`src/rtl/irqd_pkg.sv`:
```
package irqd_pkg;
    localparam int VEC_W       = 8;
    localparam int ENTRY_WORDS = 4;
    localparam int BEAT_W      = $clog2(ENTRY_WORDS);
    localparam int W_IP        = 0;
    localparam int W_CS        = 1;
    localparam int W_FLAGS     = 3;
    localparam int FLG_REPORT  = 3;
    localparam int FLG_KEEPCS  = 4;
    localparam int FLG_EN      = 5;

    localparam logic [VEC_W-1:0] NMI_FIRST = 8'd32;
    localparam logic [VEC_W-1:0] DEBUG_VEC = 8'd31;
    localparam logic [VEC_W-1:0] VEC_RST   = 8'd0;
    localparam logic [VEC_W-1:0] VEC_PAUSE = 8'd1;

    typedef enum logic [2:0] {
        K_IGNORE   = 3'd0,
        K_DISPATCH = 3'd1,
        K_RESET    = 3'd2,
        K_PAUSE    = 3'd3,
        K_HALT     = 3'd4
    } kind_e;

    typedef enum logic [1:0] {
        SRC_NMI,
        SRC_TRAP,
        SRC_EXT
    } src_e;

    typedef enum logic [2:0] {
        ST_IDLE,
        ST_SAVE,
        ST_CHECK,
        ST_FETCH,
        ST_WAIT,
        ST_PUSH_IP,
        ST_PUSH_CS,
        ST_DONE
    } state_e;
endpackage

```
`src/rtl/irqd_req_sel.sv`:
```
module irqd_req_sel
    import irqd_pkg::*;
#(
    parameter int WORD_W = 32
) (
    input  logic              clk,
    input  logic              rst_n,
    input  logic              take,
    input  logic              nmi_req,
    input  logic [VEC_W-1:0]  nmi_vec,
    input  logic              trap_req,
    input  logic [VEC_W-1:0]  trap_vec,
    input  logic [WORD_W-1:0] trap_param,
    input  logic              ext_req,
    input  logic [VEC_W-1:0]  ext_vec,
    input  logic              int_en,
    output logic              grant,
    output logic              drop,
    output src_e              g_src,
    output logic [VEC_W-1:0]  g_vec,
    output logic [WORD_W-1:0] g_param,
    output logic              nmi_ack,
    output logic              trap_ack,
    output logic              ext_ack
);
    always_comb begin
        grant   = 1'b0;
        drop    = 1'b0;
        g_src   = SRC_TRAP;
        g_vec   = '0;
        g_param = '0;
        if (nmi_req) begin
            grant = 1'b1;
            g_src = SRC_NMI;
            g_vec = nmi_vec;
            drop  = (nmi_vec < NMI_FIRST);
        end else if (trap_req) begin
            grant   = 1'b1;
            g_src   = SRC_TRAP;
            g_vec   = trap_vec;
            g_param = trap_param;
        end else if (ext_req && int_en) begin
            grant = 1'b1;
            g_src = SRC_EXT;
            g_vec = ext_vec;
        end
    end

    assign nmi_ack  = take && grant && (g_src == SRC_NMI);
    assign trap_ack = take && grant && (g_src == SRC_TRAP);
    assign ext_ack  = take && grant && (g_src == SRC_EXT);

    assert_one_ack_R1: assert property (@(posedge clk) disable iff (!rst_n)
        $onehot0({nmi_ack, trap_ack, ext_ack}));

    assert_ext_masked_R2: assert property (@(posedge clk) disable iff (!rst_n)
        ext_ack |-> int_en);
endmodule

```
`src/rtl/irqd_tbl_fetch.sv`:
```
module irqd_tbl_fetch
    import irqd_pkg::*;
#(
    parameter int ADDR_W = 32,
    parameter int WORD_W = 32
) (
    input  logic              clk,
    input  logic              rst_n,
    input  logic              start,
    input  logic [ADDR_W-1:0] base,
    input  logic [VEC_W-1:0]  vec,
    output logic              mem_req,
    output logic [ADDR_W-1:0] mem_addr,
    input  logic [WORD_W-1:0] mem_rdata,
    output logic [WORD_W-1:0] ent_ip,
    output logic [WORD_W-1:0] ent_cs,
    output logic [2:0]        ent_flags,
    output logic              done
);
    localparam logic [BEAT_W-1:0] LAST_BEAT = BEAT_W'(ENTRY_WORDS - 1);

    logic              active;
    logic [BEAT_W-1:0] beat;
    logic              cap;
    logic [BEAT_W-1:0] cap_idx;

    always_ff @(posedge clk) begin
        if (!rst_n) begin
            active    <= 1'b0;
            beat      <= '0;
            cap       <= 1'b0;
            cap_idx   <= '0;
            done      <= 1'b0;
            ent_ip    <= '0;
            ent_cs    <= '0;
            ent_flags <= '0;
        end else begin
            cap     <= active;
            cap_idx <= beat;
            done    <= cap && (cap_idx == LAST_BEAT);
            if (start) begin
                active <= 1'b1;
                beat   <= '0;
            end else if (active) begin
                beat <= beat + 1'b1;
                if (beat == LAST_BEAT) active <= 1'b0;
            end
            if (cap) begin
                if (cap_idx == BEAT_W'(W_IP))    ent_ip <= mem_rdata;
                if (cap_idx == BEAT_W'(W_CS))    ent_cs <= mem_rdata;
                if (cap_idx == BEAT_W'(W_FLAGS))
                    ent_flags <= {mem_rdata[FLG_EN], mem_rdata[FLG_KEEPCS], mem_rdata[FLG_REPORT]};
            end
        end
    end

    assign mem_req  = active;
    assign mem_addr = base + ADDR_W'({vec, beat});

    assert_addr_step_R5: assert property (@(posedge clk) disable iff (!rst_n)
        (mem_req && $past(mem_req)) |-> (mem_addr == $past(mem_addr) + 1'b1));

    assert_four_beats_R5: assert property (@(posedge clk) disable iff (!rst_n)
        $fell(mem_req) |-> ($past(beat) == LAST_BEAT));
endmodule

```
`src/rtl/irqd_verdict.sv`:
```
module irqd_verdict
    import irqd_pkg::*;
(
    input  logic [VEC_W-1:0] vec,
    input  logic [2:0]       flags,
    input  logic             use_flags,
    output kind_e            kind,
    output logic             handled,
    output logic             keep_cs,
    output logic             report
);
    logic [2:0] fl;

    assign fl      = use_flags ? flags : 3'b000;
    assign handled = fl[2];
    assign keep_cs = fl[1];
    assign report  = fl[0];

    always_comb begin
        if (handled)                kind = K_DISPATCH;
        else if (vec == VEC_RST)    kind = K_RESET;
        else if (vec == VEC_PAUSE)  kind = K_PAUSE;
        else                        kind = K_IGNORE;
    end
endmodule

```
`src/rtl/vec_irq_dispatch.sv`:
```
module vec_irq_dispatch
    import irqd_pkg::*;
#(
    parameter int ADDR_W = 32,
    parameter int WORD_W = 32
) (
    input  logic              clk,
    input  logic              rst_n,
    input  logic              nmi_req,
    input  logic [7:0]        nmi_vec,
    output logic              nmi_ack,
    input  logic              trap_req,
    input  logic [7:0]        trap_vec,
    input  logic [WORD_W-1:0] trap_param,
    output logic              trap_ack,
    input  logic              ext_req,
    input  logic [7:0]        ext_vec,
    output logic              ext_ack,
    input  logic              ext_mode,
    input  logic              int_en,
    input  logic [ADDR_W-1:0] tbl_base,
    input  logic [8:0]        tbl_limit,
    input  logic [WORD_W-1:0] ret_ip,
    input  logic [WORD_W-1:0] ret_cs,
    output logic              mem_req,
    output logic [ADDR_W-1:0] mem_addr,
    input  logic [WORD_W-1:0] mem_rdata,
    output logic              nmi_save,
    output logic              push_valid,
    output logic [WORD_W-1:0] push_data,
    output logic              done,
    output logic [2:0]        out_kind,
    output logic [WORD_W-1:0] new_ip,
    output logic [WORD_W-1:0] new_cs,
    output logic              cs_load,
    output logic              cmpr_we,
    output logic [WORD_W-1:0] cmpr_val,
    output logic              parm_we,
    output logic [WORD_W-1:0] parm_val,
    output logic              lint_we,
    output logic [7:0]        lint_val
);
    state_e state, nxt;

    logic              grant, drop;
    src_e              g_src;
    logic [VEC_W-1:0]  g_vec;
    logic [WORD_W-1:0] g_param;

    logic [VEC_W-1:0]  vec_q;
    logic [WORD_W-1:0] param_q, ip_q, cs_q;
    logic              nmi_q, cs_ld_q, cmpr_we_q, cmpr_neg_q;
    kind_e             kind_q;

    logic              f_start, f_done;
    logic [WORD_W-1:0] ent_ip, ent_cs;
    logic [2:0]        ent_flags;

    kind_e             v_kind;
    logic              v_handled, v_keep, v_report;
    logic              in_range;

    irqd_req_sel #(.WORD_W(WORD_W)) u_sel (
        .clk(clk), .rst_n(rst_n), .take(state == ST_IDLE),
        .nmi_req(nmi_req), .nmi_vec(nmi_vec),
        .trap_req(trap_req), .trap_vec(trap_vec), .trap_param(trap_param),
        .ext_req(ext_req), .ext_vec(ext_vec), .int_en(int_en),
        .grant(grant), .drop(drop), .g_src(g_src), .g_vec(g_vec), .g_param(g_param),
        .nmi_ack(nmi_ack), .trap_ack(trap_ack), .ext_ack(ext_ack)
    );

    irqd_tbl_fetch #(.ADDR_W(ADDR_W), .WORD_W(WORD_W)) u_fetch (
        .clk(clk), .rst_n(rst_n), .start(f_start), .base(tbl_base), .vec(vec_q),
        .mem_req(mem_req), .mem_addr(mem_addr), .mem_rdata(mem_rdata),
        .ent_ip(ent_ip), .ent_cs(ent_cs), .ent_flags(ent_flags), .done(f_done)
    );

    irqd_verdict u_verdict (
        .vec(vec_q), .flags(ent_flags), .use_flags(state == ST_WAIT),
        .kind(v_kind), .handled(v_handled), .keep_cs(v_keep), .report(v_report)
    );

    assign in_range = (tbl_limit == '0) || ({1'b0, vec_q} < tbl_limit);

    // state register
    always_ff @(posedge clk) begin
        if (!rst_n) state <= ST_IDLE;
        else        state <= nxt;
    end

    always_comb begin
        nxt = state;
        unique case (state)
            ST_IDLE: begin
                if (grant && !drop) begin
                    if (!ext_mode)              nxt = ST_DONE;
                    else if (g_src == SRC_NMI)  nxt = ST_SAVE;
                    else                        nxt = ST_CHECK;
                end
            end
            ST_SAVE:    nxt = ST_CHECK;
            ST_CHECK:   nxt = in_range ? ST_FETCH : ST_DONE;
            ST_FETCH:   nxt = ST_WAIT;
            ST_WAIT:    if (f_done) nxt = v_handled ? ST_PUSH_IP : ST_DONE;
            ST_PUSH_IP: nxt = ST_PUSH_CS;
            ST_PUSH_CS: nxt = ST_DONE;
            ST_DONE:    nxt = ST_IDLE;
            default:    nxt = ST_IDLE;
        endcase
    end

    // request context and verdict
    always_ff @(posedge clk) begin
        if (!rst_n) begin
            vec_q      <= '0;
            param_q    <= '0;
            nmi_q      <= 1'b0;
            kind_q     <= K_IGNORE;
            ip_q       <= '0;
            cs_q       <= '0;
            cs_ld_q    <= 1'b0;
            cmpr_we_q  <= 1'b0;
            cmpr_neg_q <= 1'b0;
        end else begin
            if (state == ST_IDLE && grant && !drop) begin
                vec_q     <= g_vec;
                param_q   <= g_param;
                nmi_q     <= (g_src == SRC_NMI);
                cs_ld_q   <= 1'b0;
                cmpr_we_q <= 1'b0;
                kind_q    <= (g_vec == DEBUG_VEC) ? K_IGNORE : K_HALT;
            end
            if (state == ST_CHECK && !in_range) begin
                kind_q     <= v_kind;
                cmpr_we_q  <= v_report;
                cmpr_neg_q <= !v_handled;
            end
            if (state == ST_WAIT && f_done) begin
                kind_q     <= v_kind;
                cmpr_we_q  <= v_report;
                cmpr_neg_q <= !v_handled;
                ip_q       <= ent_ip;
                cs_q       <= ent_cs;
                cs_ld_q    <= v_handled && !v_keep;
            end
        end
    end

    // outputs
    always_comb begin
        f_start    = (state == ST_FETCH);
        nmi_save   = (state == ST_SAVE);
        push_valid = (state == ST_PUSH_IP) || (state == ST_PUSH_CS);
        push_data  = (state == ST_PUSH_CS) ? ret_cs : ret_ip;
        done       = (state == ST_DONE);
        out_kind   = done ? kind_q : K_IGNORE;
        new_ip     = ip_q;
        new_cs     = cs_ld_q ? cs_q : ret_cs;
        cs_load    = done && cs_ld_q;
        cmpr_we    = done && cmpr_we_q;
        cmpr_val   = cmpr_neg_q ? '1 : WORD_W'(1);
        parm_we    = done && (kind_q == K_DISPATCH);
        parm_val   = nmi_q ? WORD_W'(1) : param_q;
        lint_we    = parm_we;
        lint_val   = vec_q;
    end

    assert_done_pulse_R13: assert property (@(posedge clk) disable iff (!rst_n)
        done |=> !done);

    assert_push_before_jump_R12: assert property (@(posedge clk) disable iff (!rst_n)
        (done && out_kind == K_DISPATCH) |-> $past(push_valid));

    assert_save_after_ack_R4: assert property (@(posedge clk) disable iff (!rst_n)
        nmi_save |-> $past(nmi_ack));

    assert_halt_no_fetch_R11: assert property (@(posedge clk) disable iff (!rst_n)
        (done && out_kind == K_HALT) |-> !$past(mem_req));
endmodule

```
`config.mk`:
```
export PLATFORM = sky130hd
export DESIGN_NAME = vec_irq_dispatch
export DESIGN_NICKNAME = d
export VERILOG_FILES = /design/src/rtl/irqd_pkg.sv /design/src/rtl/irqd_req_sel.sv /design/src/rtl/irqd_tbl_fetch.sv /design/src/rtl/irqd_verdict.sv /design/src/rtl/vec_irq_dispatch.sv
export SDC_FILE = /design/constraint.sdc
export NUM_CORES = 1
export LEC_CHECK = 0
export BUFFER_PORTS_ARGS = -buffer_cell sky130_fd_sc_hd__buf_2
export CAP_MARGIN = 15
export CORE_AREA = 5 5 156 158
export CTS_BUF_LIST = sky130_fd_sc_hd__clkbuf_4
export DETAILED_ROUTE_END_ITERATION = 16
export DIE_AREA = 0 0 161 163
export PLACE_DENSITY = 0.77
export SLEW_MARGIN = 10
export SYNTH_ARGS = -nofsm -noshare
export SYNTH_HDL_FRONTEND = slang
export SYNTH_HIERARCHICAL = 1
export SYNTH_SLANG_ARGS = --single-unit
```
`constraint.sdc`:
```
create_clock -name clk -period 4.3 [get_ports clk]
set_input_delay 0.215 -clock clk [delete_from_list [all_inputs] [get_ports clk]]
set_output_delay 0.215 -clock clk [all_outputs]
set_load 0.01 [all_outputs]
```
# Yosys cells after proc, flatten, opt, wreduce, memory -nomap -nowiden
# Cells that the tools add are included.
classes:
  n_addsub: 2
  n_lt_le_gt_ge: 2
  eq_ne: 17
  muxes: 41
  bitwise_logic: 1
  reduce_logical: 33
ops:
  columns: ["cell", "n"]
  rows:
  - ["$mux 32", 6]
  - ["$mux 3", 12]
  - ["$add 32x10->32", 1]
  - ["$mux 8", 3]
  - ["$pmux 3 s8", 1]
  - ["$logic_and 1x1->1", 14]
  - ["$mux 1", 13]
  - ["$eq 3x3->1 const B", 4]
  - ["$mux 2", 6]
  - ["$logic_not 9->1", 1]
  - ["$lt 8x9->1", 1]
  - ["$eq 8x1->1 const B", 1]
  - ["$eq 8x5->1 const B", 1]
  - ["$logic_not 8->1", 1]
  - ["$lt 8x6->1 const B", 1]
  - ["$reduce_and 2->1", 4]
  - ["$eq 2x2->1 const B", 3]
  - ["$eq 3x1->1 const B", 2]
  - ["$eq 3x2->1 const B", 2]
  - ["$eq 2x1->1 const B", 2]
  - ["$logic_not 1->1", 4]
  - ["$logic_not 2->1", 2]
  - ["$ne 2x2->1 const B", 2]
  - ["$reduce_bool 2->1", 2]
  - ["other kinds (6)", 7]
totals:
  register_bits: 188
  input_bits: 200
  word_cells: 114

# Longest topological paths before layout
# Gate-level depths: netlist of the first run.
logic_depth:
  depth_word: 9
  ltp_mapped: 9
  ltp_nobuf: 7

# Cells and area by module
# Netlist of the first run, hierarchy kept.
by_module_without_submodules:
  columns: ["mod", "instances", "cells_per_inst", "area_per_inst_um2"]
  rows:
  - ["vec_irq_dispatch", 1, 698, 5896.9]
  - ["irqd_tbl_fetch", 1, 443, 3479.6]
  - ["irqd_req_sel", 1, 63, 441.7]
  - ["irqd_verdict", 1, 9, 65.1]

# Least setup slack after synthesis of the first run
# OpenSTA, ideal clock, no wires.
synth_timing:
  path_kind: "flip-flop to output port"
  startpoint: "reg vec_q[6], in the netlist lint_val[6]"
  endpoint: "out mem_addr[31]"
  t_arrival_ps: 1888
  slack_ps: 2197
  stages_incl_launch_ff: 8
  path_cell_list: "dfxtp_1 ha_1 nand2_1 o311ai_2 nand2b_1 buf_2 a2111oi_4 xor2_1"
synth_via:
  elab_chain_len: 1
synth_rtl:
  columns: ["item", "line", "text"]
  rows:
  - ["start, declared", "vec_irq_dispatch.sv:50", "logic [VEC_W-1:0] vec_q;"]
  - ["start signal, assigned", "vec_irq_dispatch.sv:126", "vec_q <= g_vec;"]
  - ["$add 32x10->32", "irqd_tbl_fetch.sv:58", "assign mem_addr = base + ADDR_W'({vec, beat});"]
  - ["end, declared", "vec_irq_dispatch.sv:26", "output logic [ADDR_W-1:0] mem_addr,"]
# No other way between the ends.

# Worst setup path in the final report of the first run
# Same ends and word-level chain as after synthesis.

==> run summary, run 1 <==
Post-CTS sizing - 0
Nets - 1829
Pre-antenna DRT Iters - 6
Run status - finished clean
Post-synth EDFFs - 0
Final hold vios - 0
Total GRT Usage - 22.75%
Clock sinks - 188
Synth cell types - 65
RSZ-0062 raised after global routing - false
Main area contributors after synthesis - dfxtp_1 (38%), nand2_1 (14%), mux2_2 (7.3%)
Post-synthesis compound-gate area fraction - 16.56%
Fin Clk Skew - 0.02506 ns
Crit-path max FO - 9
Gate power share - 23.2%
Adder-cell share of the synthesized area - 2.481%
Net Sw Power - 1.218 mW
Setup bufs post-CTS - 0
Yosys warning total - 6
Top cell type's share of synthesized area - 38.08%
DRT iter0 DRCs - 629
# setup viols final - 0
First-pass GRT wire length - 48290 µm
CORE AREA - 0.02298 mm²
P_int - 2.428 mW
Crit path kind - flip-flop to output pin
Syn_area_per_cell - 8.148 µm²
Crit. End Element - output pin
Critical Path RT - 4.09 ns
Peak VDD IR - 0.1553 mV
Die area - 0.02624 mm²
Post-CTS Hold Fix Bufs - 65
Via-to-Cell Ratio - 5.076
Vias in the first global route - 9259
Fin crit share - 70.85%
Tmin final - 3.046 ns
WL/cell - 16.58 µm
CTS tree - yes
Total wire length - 31740 µm
Lkg Pwr - 5.531 nW
Initial Utilization - 43.00%
Asr flop ratio synth - 0%
Seq/Total Area, Yosys - 38.08%
IO Pins - 414
Syn Nets - 1432
Synthesized cell area - 0.009883 mm²
Mux share of post-synthesis cell area - 8.204%
Share of power burned in the clock network - 26.3%
Rel. slew slack - 36.51%
Peak Freq - 328.3 MHz
Max-cap viol count - 0
Largest family of logic cells by synthesized area - simple AND/OR/NAND/NOR gates
WP data arrival - 2.83 ns
DIE WIDTH - 161 µm
Setup TNS - 0 ns
Clock buffer depth - 2
Antenna viol nets, final - 0
Yosys reg bits - 188
Sequential share of power - 50.5%
Layout area overhead - 28.90%
Cell chosen for the clock root - clkbuf_4
Remaining DRCs - 0
Cell count after synthesis - 1213
Reg clk slew, reported paths - 0.16 ns
H-tree depth - 4
Max Slew Vio Count - 0
Top post-synthesis cells by count - nand2_1 (359), dfxtp_1 (188), a21oi_1 (84)
Largest net degree at the start of global routing - 78
Finished Core Util - 55.43%
Hpwl dp - 23240 µm
Worst-Margin Slew - 0.9524 ns
Inserted Clock Buffers - 17
XOR/XNOR Fraction of Synth Area - 2.747%
Routability cong. - 0.8608
Clock Latency Late Sink - 0.57 ns
HP Class - input pin to flip-flop
Port Buffers - 412
Die Y - 163 µm
Worst setup SP type - flip-flop
Via count - 9720
Grt ovf - 0
Synth Area in Simple Gates - 24.69%
Share of cells above drive strength 1 - 33.85%
Pwr Density - 286.2 mW/mm²
Switching part of the total power - 33.41%
Largest area contributor in the netlist - dfxtp_1
Initial antenna violation count - 3
Most frequent cell after synthesis - nand2_1
Ys flop type - dfxtp_1
Floorplan row count - 56
placed cells by master (no fill, tap or decap), drive strengths merged, types with 22 or more instances in the layout:
| master | synthesis | layout |
|---|---|---|
| buf | 65 | 425 |
| nand2 | 359 | 359 |
| dfxtp | 188 | 188 |
| a21boi | 111 | 111 |
| a21oi | 84 | 84 |
| dlygate4sd3 | 0 | 65 |
| mux2 | 64 | 64 |
| and2 | 55 | 55 |
| nor2b | 35 | 35 |
| nor2 | 27 | 27 |
| inv | 15 | 22 |
through the flow:
| step | worst slack, ns | area (µm²) | power, mW | cells | hold WS (ns) |
|---|---|---|---|---|---|
| floorplan | 2.197 | 9883 | 2.374 | 1213 | 0.3139 |
| global placement | 1.995 | 11770 | 2.649 | 1814 | 0.4374 |
| detailed placement | 1.881 | 11770 | 2.662 | 1814 | 0.4409 |
| CTS | 1.228 | 12700 | 3.663 | 1910 | 0.02429 |
| global route | 0.9704 | 12740 | 3.830 | 1915 | 0.04626 |
| finish | 1.254 | 12740 | 3.646 | 1915 | 0.07880 |
final timing paths:
| path | from | end | slack [ns] | cells after the start |
|---|---|---|---|---|
| setup / recovery | lint_val[6] | mem_addr[31] | 1.25 | 7 |
| hold / removal | trap_vec[3] | lint_val[3] | 0.08 | 4 |
| setup reg to reg | state[1] | cs_q[13] | 1.90 | 5 |
| hold reg to reg | param_q[24] | param_q[24] | 0.46 | 2 |
sequential cells by signal, indices dropped and copies added, names as in the netlist:
name	count
u_fetch/mem_req	1
u_fetch/beat	2
new_ip	32
u_fetch/cap	1
u_fetch/ent_flags	3
u_fetch/ent_cs	32
u_fetch/cap_idx	2
u_fetch/ent_ip	32
state	3
cmpr_we_q	1
u_fetch/done	1
param_q	32
cs_ld_q	1
lint_val	8
cs_q	32
nmi_q	1
kind_q	3
cmpr_neg_q	1
layout make-up:
type	instances	area, µm²
Tap cell	290	362.8
Clock inverter	14	151.4
Fill cell	2108	10240
Clock buffer	17	127.6
Sequential cell	188	3764
Antenna cell	3	7.507
Inverter	16	60.06
Timing Repair Buffer	490	2833
Multi-Input combinational cell	897	5434
critical path: stages (launching register included):
cell	delay [ns]
dfxtp_1	0.39
ha_1	0.40
nand2_1	0.12
o311ai_2	0.34
nand2b_1	0.34
a2111oi_4	0.40
xor2_1	0.16
buf_2	0.14
per-layer routing:
layer / vias to the layer above / track usage (%) / part of all wire, %
li1: 4788 / - / -
met1: 4493 / 27.74 / 41
met2: 392 / 40.39 / 50
met3: 47 / 4.530 / 6.5
met4: 0 / 7.367 / 2.4
met5: - / 0 / 0
logic make-up after synthesis:
group	count (synthesis)
and+or+nand+nor	529
AOI/OAI and AO/OA	243
DFF	188
buffers and inverters	128
muxes	73
xor gates and xnor gates	31
adders and majority gates	19
other	2
power by group through the flow:
stage	combinational [mW]	clock (mW)	sequential [mW]
final	0.844	0.961	1.84
after global routing	0.920	1.06	1.85
after CTS	0.834	0.988	1.84
after detailed placement	0.783	0	1.88
after global placement	0.774	0	1.88
after floorplan	0.515	0	1.86
(Power assumes the default switching activity.)
==> run 2, diff against run 1 <==
Settings changed: CORE_AREA 5 5 156 158 to 5 5 159 161, DIE_AREA 0 0 161 163 to 0 0 164 166.
Clock period 4.3 ns to 2.7 ns, I/O delays scaled along.
==> run summary, run 2 (same netlist as run 1, synthesis figures left out) <==
Share of power burned in the clock network - 28.7% (+2.4 points)
DIE WIDTH - 164 µm (+1.9%)
Grt ovf - 0 (unchanged)
Total GRT Usage - 22.98% (+0.23 points)
Run status - finished clean
Tmin final - 2.683 ns
Layout area overhead - 34.70%
P_int - 4.130 mW (+70%)
Most frequent cells in the layout - buf_2 (411), nand2_1 (357), dfxtp_1 (179)
Switching part of the total power - 32.87% (-0.54 points)
Cells along the critical path - ha_4 -> fa_2 -> a21o_1 -> nand4_1 -> buf_4 -> a21oi_4 -> o211ai_1 -> xnor2_1 -> buf_2
First-pass GRT wire length - 50870 µm (+5.4%)
HP Class - input pin to flip-flop
Floorplan row count - 57 (+1.8%)
CORE AREA - 0.02382 mm² (+3.6%)
Crit path buffers/inverters - 2 (+1)
Nets - 1851 (+1.2%)
WP data arrival - 2.55 ns (-0.28 ns)
RSZ-0062 raised after global routing - true
Initial Utilization - 41.49% (-1.5 points)
Crit path kind - flip-flop to output pin
Die area - 0.02722 mm² (+3.7%)
Sequential share of power - 47.8% (-2.7 points)
IO Pins - 414 (unchanged)
Hpwl dp - 23840 µm (+2.6%)
Inserted Clock Buffers - 17 (unchanged)
Fin crit share - 99.36%
Rel. slew slack - 37.70% (+1.2 points)
Clock Latency Late Sink - 0.57 ns (about the same)
Initial antenna violation count - 7 (+4)
Routability cong. - 0.8556 (-0.60%)
Fill cell total of the finished layout - 2184 (+3.6%)
Largest net degree at the start of global routing - 59 (-24%)
Cell chosen for the clock root - clkbuf_4
Final total power - 6.153 mW (+69%)
Worst-Margin Slew - 0.9345 ns (-0.01786 ns)
# setup viols final - 0 (unchanged)
Clock buffer depth - 2 (unchanged)
DRT iter0 DRCs - 744 (+18%)
Peak Freq - 372.7 MHz
Slowest Stage Delay on Critical Path - 0.37 ns (-0.03 ns)
CTS tree - yes
Pre-antenna DRT Iters - 5 (-1)
Fin Clk Skew - 0.02165 ns (-0.003406 ns)
Peak VDD IR - 0.2904 mV (+87%)
Most common cell after layout, fill and taps aside - buf_2
Remaining DRCs - 0 (unchanged)
Port Buffers - 412 (unchanged)
Die Y - 166 µm (+1.8%)
Reg clk slew, reported paths - 0.17 ns (about the same)
Crit. End Element - output pin
Pwr Density - 462.2 mW/mm² (+61%)
Critical Path RT - 2.57 ns (-1.52 ns)
Gate power share - 23.5% (+0.3 points)
Cell family with the largest share of critical-path delay - adder cells
Max Slew Vio Count - 0 (unchanged)
Via-to-Cell Ratio - 5.021 (-1.1%)
Worst hold margin - 0.06200 ns (-0.01680 ns)
WL/cell - 16.74 µm (+1.0%)
Share of cells above drive strength 1 - 36.84% (+3.0 points)
Final hold vios - 0 (unchanged)
Antenna viol nets, final - 0 (unchanged)
H-tree depth - 4 (unchanged)
Crit-path max FO - 3 (-6)
Vias in the first global route - 9824 (+6.1%)
Via count - 9912 (+2.0%)
Clock sinks - 188 (unchanged)
Max-cap viol count - 0 (unchanged)
Worst setup SP type - flip-flop
Lkg Pwr - 5.725 nW (+3.5%)
Total wire length - 33050 µm (+4.1%)
Slowest cell on the critical path - dfxtp_2
Net Sw Power - 2.022 mW (+66%)
## run 2: worst paths after layout
kind / start / endpoint / slack (ns) / depth (start not counted)
max reg2reg: state[0] / nmi_q / 0.48 / 5
min: tbl_limit[6] / state[2] / 0.06 / 4
max: u_fetch/beat[0] / mem_addr[12] / 0.02 / 9
min reg2reg: param_q[30] / param_q[30] / 0.46 / 2
## run 2: per-layer routing
metal,vias up,wire [µm],track usage [%]
met5,-,27,0
met4,4,850,7.221
met3,56,2537,4.964
met2,417,16610,41.38
met1,4597,13020,27.01
li1,4838,-,-
## run 2: layout make-up
type	instances	area (µm²)	share of cell area [%]
antenna	5	12.51	0.09398
clock buffer	17	127.6	0.9586
clock inverter	15	221.5	1.664
inverter	16	60.06	0.4511
multi-input combinational	898	5665	42.56
sequential	188	3780	28.39
tap	324	405.4	3.045
timing repair buffer	511	3040	22.84
## run 2: what timing repair did
item | CTS | global route
setup buffers | 6 | 3
endpoints found under the hold margin | 129 | 0
resized for setup | 24 | 27
pin swaps | 15 | 22
setup endpoints to repair | 21 | 24
hold buffers | 68 | 0
gates cloned | 0 | 1
## run 2: tightest hold or removal path, delay by kind of cell
| family | cells | cell delay, ns |
|---|---|---|
| compound gates | 2 | 0.24 |
| buf+inv | 1 | 0.09 |
| simple gates | 1 | 0.14 |
## run 2: through the flow
stage	setup TNS [ns]	instance area, µm²	util (%)	worst slack, ns	cells
global route	-0.9493	13310	55.89	-0.1412	1974
floorplan	0	9883	-	0.6767	1213
detailed placement	0	11940	50.14	0.3439	1859
global placement	0	11940	50.14	0.4220	1859
CTS	-0.01881	13160	55.24	-0.01610	1965
finish	0	13310	55.89	0.01716	1974
## run 2: power by group through the flow
stage                     logic (mW)  registers [mW]  clock network [mW]
final                           1.45            2.94                1.77
after detailed placement        1.28            2.99                   0
after CTS                       1.40            2.93                1.81
after global placement          1.27            2.98                   0
after floorplan                0.820            2.96                   0
after global routing            1.57            2.95                1.93
